$ cat src/rtl/cfgx_pkg.sv
package cfgx_pkg;
   localparam int unsigned WORD_W = 32;
   localparam int unsigned SIZE_W = 2;
   localparam int unsigned LANE_W = 3;
   localparam int unsigned DEV_W  = 5;

   typedef enum logic [1:0] {
      ST_IDLE = 2'd0,
      ST_REQ  = 2'd1,
      ST_RSP  = 2'd2,
      ST_DONE = 2'd3
   } cfgx_state_t;
endpackage

$ cat src/rtl/cfgx_index_reg.sv
module cfgx_index_reg
   import cfgx_pkg::*;
(
   input  logic              clk,
   input  logic              rst_n,
   input  logic              load,
   input  logic [WORD_W-1:0] load_val,
   output logic [WORD_W-1:0] sel_word
);
   always_ff @(posedge clk or negedge rst_n) begin
      if (!rst_n)
         sel_word <= '0;
      else if (load)
         sel_word <= load_val;
   end

   assert_sel_load_R2: assert property (@(posedge clk) disable iff (!rst_n)
      load |=> sel_word == $past(load_val));
endmodule

$ cat src/rtl/cfgx_addr_xlate.sv
module cfgx_addr_xlate
   import cfgx_pkg::*;
#(
   parameter int unsigned SLOT_LSB = 11
) (
   input  logic [WORD_W-1:0] sel_word,
   input  logic [LANE_W-1:0] lane,
   output logic [WORD_W-1:0] addr
);
   localparam int unsigned FUNC_LSB = 8;

   generate
      if (SLOT_LSB < FUNC_LSB + 3 || SLOT_LSB >= WORD_W) begin : g_bad_slot
         $error("cfgx_addr_xlate: SLOT_LSB out of range");
      end
   endgenerate

   logic [DEV_W-1:0] dev_num;

   // downward scan: the last hit is the lowest set select bit
   always_comb begin
      dev_num = '1;
      for (int b = WORD_W - 1; b >= int'(SLOT_LSB); b--) begin
         if (sel_word[b])
            dev_num = DEV_W'(b);
      end
   end

   always_comb begin
      if (sel_word[WORD_W-1])
         addr = sel_word | {{(WORD_W-2){1'b0}}, lane[1:0]};
      else if (sel_word[0])
         addr = {sel_word[WORD_W-1:LANE_W], lane};
      else
         addr = {16'h0000, dev_num, sel_word[FUNC_LSB+2:FUNC_LSB],
                 sel_word[FUNC_LSB-1:LANE_W], lane};
   end
endmodule

$ cat src/rtl/cfgx_ctrl.sv
module cfgx_ctrl
   import cfgx_pkg::*;
(
   input  logic              clk,
   input  logic              rst_n,
   input  logic              hst_valid,
   input  logic              hst_sel_data,
   input  logic              hst_write,
   input  logic [LANE_W-1:0] hst_lane,
   input  logic [SIZE_W-1:0] hst_size,
   input  logic [WORD_W-1:0] hst_wdata,
   input  logic [WORD_W-1:0] sel_word,
   output logic              sel_load,
   output logic [LANE_W-1:0] lane_q,
   output logic              hst_done,
   output logic [WORD_W-1:0] hst_rdata,
   output logic              cfg_req_valid,
   input  logic              cfg_req_ready,
   output logic [SIZE_W-1:0] cfg_size,
   output logic              cfg_write,
   output logic [WORD_W-1:0] cfg_wdata,
   input  logic              cfg_rsp_valid,
   input  logic [WORD_W-1:0] cfg_rdata
);
   cfgx_state_t state;

   assign sel_load      = (state == ST_IDLE) && hst_valid && !hst_sel_data && hst_write;
   assign cfg_req_valid = (state == ST_REQ);
   assign hst_done      = (state == ST_DONE);

   always_ff @(posedge clk or negedge rst_n) begin
      if (!rst_n) begin
         state     <= ST_IDLE;
         lane_q    <= '0;
         cfg_size  <= '0;
         cfg_write <= 1'b0;
         cfg_wdata <= '0;
         hst_rdata <= '0;
      end else begin
         unique case (state)
            ST_IDLE: if (hst_valid) begin
               if (hst_sel_data) begin
                  lane_q    <= hst_lane;
                  cfg_size  <= hst_size;
                  cfg_write <= hst_write;
                  cfg_wdata <= hst_wdata;
                  state     <= ST_REQ;
               end else begin
                  if (!hst_write)
                     hst_rdata <= sel_word;
                  state <= ST_DONE;
               end
            end
            ST_REQ: if (cfg_req_ready)
               state <= cfg_write ? ST_DONE : ST_RSP;
            ST_RSP: if (cfg_rsp_valid) begin
               hst_rdata <= cfg_rdata;
               state     <= ST_DONE;
            end
            ST_DONE: state <= ST_IDLE;
            default: state <= ST_IDLE;
         endcase
      end
   end

   assert_req_hold_R10: assert property (@(posedge clk) disable iff (!rst_n)
      (cfg_req_valid && !cfg_req_ready) |=>
         cfg_req_valid && $stable(cfg_size) && $stable(cfg_write) && $stable(cfg_wdata));

   assert_rd_done_R8: assert property (@(posedge clk) disable iff (!rst_n)
      (state == ST_RSP && cfg_rsp_valid) |=> hst_done && hst_rdata == $past(cfg_rdata));

   assert_wr_done_R9: assert property (@(posedge clk) disable iff (!rst_n)
      (cfg_req_valid && cfg_req_ready && cfg_write) |=> hst_done);

   assert_done_pulse_R2: assert property (@(posedge clk) disable iff (!rst_n)
      hst_done |=> !hst_done);

   assert_req_follows_R10: assert property (@(posedge clk) disable iff (!rst_n)
      (state == ST_IDLE && hst_valid && hst_sel_data) |=> cfg_req_valid);
endmodule

$ cat src/rtl/cfg_window_xlate.sv
module cfg_window_xlate
   import cfgx_pkg::*;
#(
   parameter int unsigned OFS_W    = 12,
   parameter int unsigned SLOT_LSB = 11
) (
   input  logic              clk,
   input  logic              rst_n,
   input  logic              hst_valid,
   input  logic              hst_sel_data,
   input  logic              hst_write,
   input  logic [OFS_W-1:0]  hst_offset,
   input  logic [1:0]        hst_size,
   input  logic [31:0]       hst_wdata,
   output logic              hst_done,
   output logic [31:0]       hst_rdata,
   output logic              cfg_req_valid,
   input  logic              cfg_req_ready,
   output logic [31:0]       cfg_addr,
   output logic [1:0]        cfg_size,
   output logic              cfg_write,
   output logic [31:0]       cfg_wdata,
   input  logic              cfg_rsp_valid,
   input  logic [31:0]       cfg_rdata
);
   generate
      if (OFS_W < LANE_W || OFS_W > 16) begin : g_bad_ofs
         $error("cfg_window_xlate: OFS_W must lie in 3..16");
      end
   endgenerate

   logic [WORD_W-1:0] sel_word;
   logic              sel_load;
   logic [LANE_W-1:0] lane_q;
   logic              unused_ofs_hi;

   // window offset bits above the byte lane do not reach the address
   assign unused_ofs_hi = ^hst_offset;

   cfgx_index_reg u_sel (
      .clk      (clk),
      .rst_n    (rst_n),
      .load     (sel_load),
      .load_val (hst_wdata),
      .sel_word (sel_word)
   );

   cfgx_ctrl u_ctrl (
      .clk           (clk),
      .rst_n         (rst_n),
      .hst_valid     (hst_valid),
      .hst_sel_data  (hst_sel_data),
      .hst_write     (hst_write),
      .hst_lane      (hst_offset[LANE_W-1:0]),
      .hst_size      (hst_size),
      .hst_wdata     (hst_wdata),
      .sel_word      (sel_word),
      .sel_load      (sel_load),
      .lane_q        (lane_q),
      .hst_done      (hst_done),
      .hst_rdata     (hst_rdata),
      .cfg_req_valid (cfg_req_valid),
      .cfg_req_ready (cfg_req_ready),
      .cfg_size      (cfg_size),
      .cfg_write     (cfg_write),
      .cfg_wdata     (cfg_wdata),
      .cfg_rsp_valid (cfg_rsp_valid),
      .cfg_rdata     (cfg_rdata)
   );

   cfgx_addr_xlate #(.SLOT_LSB(SLOT_LSB)) u_xlate (
      .sel_word (sel_word),
      .lane     (lane_q),
      .addr     (cfg_addr)
   );

   assert_addr_hold_R10: assert property (@(posedge clk) disable iff (!rst_n)
      (cfg_req_valid && !cfg_req_ready) |=> $stable(cfg_addr));

   assert_fmt_raw_R3: assert property (@(posedge clk) disable iff (!rst_n)
      (cfg_req_valid && sel_word[31]) |-> cfg_addr[31:2] == sel_word[31:2]);

   assert_fmt_t1_R4: assert property (@(posedge clk) disable iff (!rst_n)
      (cfg_req_valid && !sel_word[31] && sel_word[0]) |-> cfg_addr[31:3] == sel_word[31:3]);

   assert_fmt_t0_R5: assert property (@(posedge clk) disable iff (!rst_n)
      (cfg_req_valid && !sel_word[31] && !sel_word[0]) |->
         cfg_addr[31:16] == 16'h0000 && cfg_addr[10:3] == sel_word[10:3]);

   assert_no_dev_R6: assert property (@(posedge clk) disable iff (!rst_n)
      (cfg_req_valid && sel_word[31:11] == 21'h0 && !sel_word[0]) |-> cfg_addr[15:11] == 5'h1f);
endmodule

$ cat config.mk
export PLATFORM = sky130hd
export DESIGN_NAME = cfg_window_xlate
export DESIGN_NICKNAME = d
export VERILOG_FILES = /design/src/rtl/cfgx_pkg.sv /design/src/rtl/cfgx_index_reg.sv /design/src/rtl/cfgx_addr_xlate.sv /design/src/rtl/cfgx_ctrl.sv /design/src/rtl/cfg_window_xlate.sv
export SDC_FILE = /design/constraint.sdc
export NUM_CORES = 1
export LEC_CHECK = 0
export BUFFER_PORTS_ARGS = -buffer_cell sky130_fd_sc_hd__buf_4
export CORE_MARGIN = 1
export CORE_UTILIZATION = 31
export DETAILED_ROUTE_END_ITERATION = 7
export MAX_ROUTING_LAYER = met4
export PLACE_DENSITY = 0.57
export SLEW_MARGIN = 20
export SYNTH_ARGS = -nofsm -noshare
export SYNTH_HDL_FRONTEND = slang
export SYNTH_SLANG_ARGS = --single-unit
$ cat constraint.sdc
create_clock -name clk -period 1.7 [get_ports clk]
set_input_delay 0.34 -clock clk [delete_from_list [all_inputs] [get_ports clk]]
set_output_delay 0.34 -clock clk [all_outputs]
set_load 0.02 [all_outputs]
* Yosys cells after proc, flatten, opt, wreduce, memory -nomap -nowiden
Index checks and enable logic that the tools add are counted.
** Cells by class
- Shift-type cells :: 0
- Reduce and logical (&&, ||, !) cells :: 9
- Div/mod/pow operators :: 0
- Bitwise logic cells :: 1
- $add $sub $neg :: 0
- Multiplexer cells :: 33
- Equality and inequality tests :: 8
- $lt $le $gt $ge :: 0
- Multipliers :: 0
** Operators with widths (number)
- 2-to-1 mux 32 bit :: 5
- one-hot mux 32 bit (2 select lines) :: 1
- 2-to-1 mux 4 bit :: 8
- bitwise OR 32 x 2 -> 32 bit :: 1
- 2-to-1 mux 31 bit :: 1
- 2-to-1 mux 5 bit :: 5
- 2-to-1 mux 2 bit :: 6
- 2-to-1 mux 3 bit :: 4
- inequality test 2 bit (second input constant) :: 4
- one-hot mux 2 bit (4 select lines) :: 1
- AND reduction 3 bit :: 2
- AND reduction 5 bit :: 1
- == test 2 bit (second input constant) :: 2
- logical AND 1 bit :: 3
- == test 2 x 1 -> 1 bit (second input constant) :: 1
- zero test 2 bit :: 1
- 2-to-1 mux 1 bit :: 2
- inequality test 2 x 1 -> 1 bit (second input constant) :: 1
- nonzero test 2 bit :: 1
- zero test 1 bit :: 1
** Word-level totals
- RAM bits :: 0
- Memories :: 0
- Input bits :: 85
- Flip-flop bits (word level) :: 104
- Memory bits (read-only) :: 0
- Latch bits :: 0

* Longest topological paths before layout
Gate-level depths: netlist (run 1).
- Word-level depth :: 22
- Gate-level depth with buffers :: 8

* Cells and area by module
From an unflattened synthesis (run 1), not the netlist that was laid out.
** Unflattened totals
- Cell total of the unflattened synthesis :: 346
- Area, all modules :: 5012.3 um^2
** Modules (own cells, without submodules)
- cfgx_ctrl :: cells each 208, times used 1, area an instance 3235.6 um^2, seq. area each 1801.7 um^2
- cfgx_index_reg :: cells each 68, times used 1, area an instance 1345.0 um^2, seq. area each 800.8 um^2
- cfgx_addr_xlate :: cells each 70, times used 1, area an instance 431.7 um^2, seq. area each 0.0 um^2

* Worst setup path after synthesis (run 1)
Ideal clock, no wire load.
- Path kind :: register -> output
- Start :: register u_sel.sel_word[15]
- End :: output cfg_addr[15]
- Path buffers :: 0
- Data required time :: 1.360 ns
- Path slack :: -0.278 ns
- Arrival time :: 1.638 ns
- Cell stages (with the launch flop) :: 4
- Cell sequence :: dfrtp_1 > or4_1 > or2_0 > o21ai_0
** On the way
- Word-level cells in the longest chain between the ends :: 7
- Elaborated cells on any way between the ends :: 8
- Those cells by class :: 7 x mux; 1 x bitwise
** Ends and longest elaborated chain
- start: declaration :: RTL line cfgx_index_reg.sv:8 : output logic [WORD_W-1:0] sel_word
- start signal: assignment :: RTL line cfgx_index_reg.sv:14 : sel_word <= load_val;
- 2-to-1 mux 5 bit (5 in series) :: RTL line cfgx_addr_xlate.sv:24 : if (sel_word[b])
- 2-to-1 mux 31 bit :: RTL line cfgx_addr_xlate.sv:32 : else if (sel_word[0])
- 2-to-1 mux 32 bit (*) :: RTL line cfgx_addr_xlate.sv:30 : if (sel_word[WORD_W-1])
- end: declaration :: RTL line cfg_window_xlate.sv:19 : output logic [31:0] cfg_addr,
Mark *: on every way between the ends. The rest lies on a longest branch, timed or not.

* Worst setup path after layout (run 1)
- Start :: register u_sel.sel_word[12]
- End :: output cfg_addr[14]
** On the way
- Word-level cells in the longest chain between the ends :: 4
** Ends and longest elaborated chain (RTL line)
- 2-to-1 mux 5 bit (2 in series) :: cfgx_addr_xlate.sv:24
- 2-to-1 mux 31 bit :: cfgx_addr_xlate.sv:32
- 2-to-1 mux 32 bit :: cfgx_addr_xlate.sv:30
Every way passes these cells.

==> results of run 1 <==
registers in the layout, indices dropped and copies added, names as in the netlist:
name              flops
u_ctrl.hst_rdata     32
u_ctrl.cfg_write      1
u_ctrl.cfg_wdata     32
u_ctrl.lane_q         3
u_sel.sel_word       32
u_ctrl.cfg_size       2
u_ctrl.state          2
worst min-delay path by stage:
stage	startpoint	end	slack (ps)	cells after the start
after detailed placement	rst_n	u_ctrl.cfg_wdata[4]	460	2
after CTS	rst_n	u_ctrl.cfg_wdata[4]	70	2
final	rst_n	u_ctrl.cfg_wdata[4]	0.5	2
after global placement	rst_n	u_sel.sel_word[4]	460	2
after floorplan	rst_n	u_ctrl.cfg_size[0]	40	0
after global routing	rst_n	u_ctrl.state[0]	100	2
power groups by stage:
stage,sequential (mW),combinational [mW],clock [mW]
2_1_floorplan,5.33,3.48,0
6_report,4.47,8.83,1.96
3_3_place_gp,4.38,7.83,0
4_1_cts,4.45,8.65,2.05
3_5_place_dp,4.46,7.93,0
5_1_grt,4.62,9.44,2.14
synth_stat cells, types with 2 or more instances:
cell	number	area, um2
buf_2	15	75.07
dfrtp_1	104	2603
mux2i_1	33	330.3
a21o_1	2	15.01
a21oi_1	6	30.03
o21ai_0	31	155.2
clkbuf_1	2	7.510
and2_1	12	75.07
o41ai_1	2	17.52
a221o_1	2	20.02
nor4_1	3	18.77
mux2_2	71	799.5
inv_1	9	33.78
o21ai_1	6	30.03
buf_4	10	75.07
clkbuf_2	2	10.01
ha_1	4	50.05
nand2_1	37	138.9
nor2_1	12	45.04
layer usage:
layer,vias up,global-route usage (%),routed length [um],part of all wire (%)
met5,-,-,0,0
met4,0,4.735,113,0.86
met3,10,4.750,658,5.0
met2,112,29.15,6453,49
met1,1786,21.85,5847,45
li1,1752,-,-,-
kinds of logic after synthesis:
kind of cell    synth area share, %
compound gates                7.681
fa+ha+maj                     1.067
buf+inv                       4.293
flops                         55.47
mux                           24.08
simple gates                  7.413
area by class of cell:
cell class	count	area, um2
clock buffers	11	242.7
clock inverters	5	31.28
fillers	1374	7552
inverters	9	33.78
multi-input cells	240	2038
flip-flops and latches	104	2605
well taps	184	230.2
repair buffers	228	1911
critical path: cells and delay by family, from the launching register on:
family | cells | cell delay (ps)
and+or+nand+nor | 2 | 830
DFF | 1 | 380
AOI/OAI and AO/OA | 2 | 180
buffers and inverters | 1 | 170
stage by stage:
step	total power [mW]	TNS, ps	hold slack [ps]	std cells	util (%)
2_1_floorplan	8.809	-186.4	44.41	382	-
3_3_place_gp	12.22	-574.0	458.9	754	44.24
3_5_place_dp	12.39	-655.2	463.4	754	44.24
4_1_cts	15.14	-4867	72.35	779	47.80
5_1_grt	16.20	-6172	98.10	781	48.43
6_report	15.26	-4958	0.4565	781	48.43
repair_timing:
action	4_1_cts	5_1_grt
gates resized for setup	48	31
buffers inserted	8	7
endpoints found under the setup margin	20	24
hold endpoints to repair	0	0
cloned	1	0
pin swaps	7	7
==> flow_summary.json, run 1 <==
{
  "r2r_slack_ps": 90,
  "postLayoutCellArea_um2": 7092,
  "crit_end": "cfg_addr[14]",
  "drc": 22,
  "numPortBuffers": 176,
  "cts_buffers": 9,
  "switchingPower_mw": 6.076,
  "antenna_found_initial": 0,
  "synth-edff-count": 0,
  "timing.rr.end": "u_ctrl.hst_rdata[23]",
  "root_buffer": "clkbuf_16",
  "num_antenna_cells": 0,
  "ir_worst_vdd_uv": 844.9,
  "core-area_um2": 14640,
  "initial_core_util_pct": 32.04,
  "dieArea_um2": 15630,
  "initialDrtViolationCount": 157,
  "syn_inst": 382,
  "dp_hpwl_mm": 9.455,
  "ios": 186,
  "htreeDepth": 3,
  "ys.flop_type": "dfrtp_1",
  "worst_r2r_path_depth": 7,
  "drtAntennaViolNets": 0,
  "p_per_area_nw_per_um2": 2152,
  "place_congestion": 0.8248,
  "drive_gt1_share_pct": 58.46,
  "worst_slack_ps": -543.9,
  "path_class": "register to primary output",
  "cpPeakStageDelay_ps": 550,
  "synth_area_um2": 4692,
  "wl_per_cell_um": 16.74,
  "finClkSkew_ps": 5.059,
  "grt_pass1_vias": 3980,
  "rows": 44,
  "cap_violations": 0,
  "grt_max_degree": 105,
  "crit_chain": "or4_4, or2_4, a21oi_2, o21ai_1, buf_4",
  "clk_latency_ps": 350,
  "final_cell_mix": "190 x buf_4, 102 x dfrtp_1, 70 x mux2_2, 37 x nand2_1, 33 x mux2i_1",
  "clkPwrFrac_pct": 12.8,
  "place_area_um2": 6479,
  "num_vias": 3660,
  "async_flop_share_pct": 100.0,
  "setup_viol": 20,
  "clkTransAtPathRegs_ps": 70,
  "cts_hold_buf": 0,
  "p_int_mw": 9.185,
  "critPathSlowestCell": "or4_4",
  "vias_per_cell": 4.686,
  "grt_pass1_wl_mm": 21.00,
  "power_frac_seq_pct": 29.3,
  "endpoint_kind": "primary output",
  "p_comb_share_pct": 57.8,
  "clockBufferDepth": 2,
  "final_common_cell": "buf_4",
  "finalMaxSlewViolations": 0,
  "dr.pass1.iters": 6,
  "crit_arrival_ps": 1900,
  "status": "finished, violations left",
  "die_y_um": 125.0,
  "crit_start": "u_sel.sel_word[12]",
  "routed_wl_mm": 13.07,
  "swShare_pct": 39.82,
  "cp_max_fo": 2,
  "fmax_mhz": 445.7,
  "ys_warn_count": 0,
  "synth_area_per_cell_um2": 12.28,
  "required_ps": 1360,
  "failed_checks": "design-rule violations, negative setup slack",
  "synthToLayoutAreaGrowth_pct": 51.15,
  "min_period_over_period_pct": 132.0,
  "synth_cell_types": 38,
  "synth_fp_nets": 471,
  "p_leak_nw": 3.409,
  "critPathLaunchType": "register",
  "preCtsSetupSlack_ps": -211.0,
  "cts_tree": "done",
  "gr-total-overflow": 0,
  "slew_headroom_pct": 59.17,
  "cts_sinks": 104,
  "rsz0062_at_grt": "true",
  "hold_viol_final": 0,
  "tightest_slew_ps": 612.5,
  "die_x_um": 125.0,
  "layout.nets": 681,
  "ys_seq_area_share_pct": 55.47,
  "grt_use_total_pct": 17.86,
  "fin_crit_ps": 2244,
  "hp-class": "primary input to async pin",
  "r2r_start": "u_ctrl.state[0]",
  "synth-seq-cells": 104
}
(Power assumes the default switching activity.)
==> run 2, diff against run 1 <==
SETUP_SLACK_MARGIN = 0.05   (was default)
==> flow_summary.json, run 2 (synthesis gave the netlist of run 1 again) <==
{
  "grt_max_degree": 55,
  "top_layer_used": "met4",
  "p_per_area_nw_per_um2": 2188,
  "slew_headroom_pct": 73.80,
  "die_y_um": 125.0,
  "cpPeakStageDelay_ps": 450,
  "finClkSkew_ps": 3.252,
  "tightest_slew_ps": 393.0,
  "rows": 44,
  "drtAntennaViolNets": 0,
  "dp_hpwl_mm": 10.03,
  "hold_viol_final": 0,
  "required_ps": 1360,
  "min_period_over_period_pct": 131.1,
  "drc": 18,
  "largestRegisters": "u_ctrl.cfg_wdata x32, u_ctrl.hst_rdata x32, u_sel.sel_word x32",
  "rsz0062_at_grt": "true",
  "hp-class": "primary input to register",
  "root_buffer": "clkbuf_16",
  "drive_gt1_share_pct": 66.23,
  "layout.nets": 701,
  "routed_wl_mm": 15.63,
  "p_leak_nw": 3.833,
  "r2r_slack_ps": 30,
  "num_vias": 3943,
  "clk_latency_ps": 350,
  "r2r_start": "u_ctrl.state[1]",
  "clockBufferDepth": 2,
  "final_cell_mix": "191 x buf_4, 100 x dfrtp_1, 39 x mux2_2, 33 x mux2i_1",
  "gr-total-overflow": 0,
  "critPathLaunchType": "register",
  "grt_pass1_wl_mm": 21.67,
  "ios": 186,
  "status": "finished, violations left",
  "numPortBuffers": 176,
  "fin_cells": 800,
  "die_x_um": 125.0,
  "fillers": 1283,
  "met1Wirelength_mm": 6.878,
  "cts_tree": "done",
  "dp.cells": 756,
  "finalMaxSlewViolations": 0,
  "synthToLayoutAreaGrowth_pct": 67.12,
  "core-area_um2": 14640,
  "critPathSlowestCell": "dfrtp_2",
  "wl_per_cell_um": 19.54,
  "crit_end": "cfg_addr[11]",
  "initialDrtViolationCount": 219,
  "wl_met2_mm": 7.643,
  "final_common_cell": "buf_4",
  "place_congestion": 0.8354,
  "cts_sinks": 104,
  "min_from": "hst_size[1]",
  "dr.pass1.iters": 7,
  "initial_core_util_pct": 32.04,
  "dieArea_um2": 15630,
  "setup_viol": 20,
  "antenna_found_initial": 0,
  "timing.rr.end": "u_ctrl.hst_rdata[1]",
  "worst_slack_ps": -528.3,
  "vias_per_cell": 4.929,
  "crit_start": "u_sel.sel_word[19]",
  "fin_crit_ps": 2228,
  "htreeDepth": 3,
  "grt_pass1_vias": 4054,
  "fmax_mhz": 448.8,
  "path_class": "register to primary output",
  "crit_chain": "or3_1, a221o_1, a21oi_2, o41ai_2, buf_4",
  "clkTransAtPathRegs_ps": 70,
  "wl_met3_um": 731,
  "cp_max_fo": 5,
  "crit_arrival_ps": 1890,
  "endpoint_kind": "primary output",
  "ir_worst_vdd_uv": 1039,
  "grt_use_total_pct": 18.58,
  "final_util_pct": 53.55,
  "worst_r2r_path_depth": 8,
  "failed_checks": "design-rule violations, negative setup slack",
  "cts_buffers": 9,
  "cap_violations": 0,
  "num_antenna_cells": 0,
  "setup_tns_ps": -4068
}
==> run 2: changes by cell type in the layout (fill, tap and decap cells not counted), moves of 7 or more <==
cell,previous run,this run
nand2_4,0,12
mux2_2,70,39
o21ai_2,1,15
clkbuf_16,9,16
o21ai_0,28,9
mux2_4,1,32
nand2_1,37,19
==> run 2: critical path: cells and delay by family (launching register included) <==
| family | cells | cell delay, ps |
|---|---|---|
| flip-flops | 1 | 450 |
| AO/OA/AOI/OAI | 3 | 510 |
| buffers and inverters | 1 | 170 |
| AND/OR/NAND/NOR | 1 | 400 |
==> run 2: where the power goes <==
group | total (mW) | internal, mW | leakage (nW) | switching (mW)
Sequential | 4.63 | 3.67 | 1.27 | 0.960
Clock | 2.13 | 1.18 | 0.145 | 0.953
Combinational | 10.4 | 5.43 | 2.42 | 4.96
==> run 2: metal layers <==
layer | GRT usage (%) | vias to the layer above
met4 | 7.676 | 0
met2 | 29.74 | 142
met1 | 23.11 | 1978
met5 | - | -
met3 | 3.466 | 31
li1 | - | 1792
==> run 2: final cells by class <==
| type | count | area, um2 | area share (%) |
|---|---|---|---|
| tap | 184 | 230.2 | 2.936 |
| inverter | 9 | 33.78 | 0.4308 |
| clock inverter | 5 | 56.30 | 0.7180 |
| clock buffer | 10 | 239.0 | 3.048 |
| timing repair buffer | 248 | 2302 | 29.36 |
| sequential | 104 | 2608 | 33.25 |
| multi-input combinational | 240 | 2372 | 30.25 |
==> run 2: stage by stage <==
stage | instance area [um2] | worst slack, ps | total power [mW] | hold WS [ps]
after detailed placement | 6497 | -182.1 | 12.36 | 240.4
after CTS | 7149 | -537.0 | 15.55 | 207.1
after global placement | 6497 | -173.7 | 12.20 | 231.3
after floorplan | 4730 | -128.6 | 8.846 | 44.41
final | 7841 | -528.3 | 17.16 | 221.4
after global routing | 7841 | -575.8 | 17.99 | 220.2
==> run 2: what timing repair did <==
item / 4_1_cts / 5_1_grt
endpoints found under the hold margin: 16 / 0
pin swaps: 16 / 45
setup endpoints to repair: 94 / 87
hold buffers: 1 / 0
gates cloned: 2 / 11
gates resized for setup: 71 / 125
buffers inserted: 9 / 8
==> run 2: how the worst min path moves through the flow <==
stage,endpoint,slack [ps],cells after the start
after floorplan,u_ctrl.cfg_size[0],40,0
after global placement,u_ctrl.cfg_wdata[7],230,1
after detailed placement,u_ctrl.cfg_wdata[5],240,1
after CTS,u_ctrl.cfg_size[1],210,2
after global routing,u_ctrl.cfg_size[1],220,2
final,u_ctrl.cfg_size[1],220,2
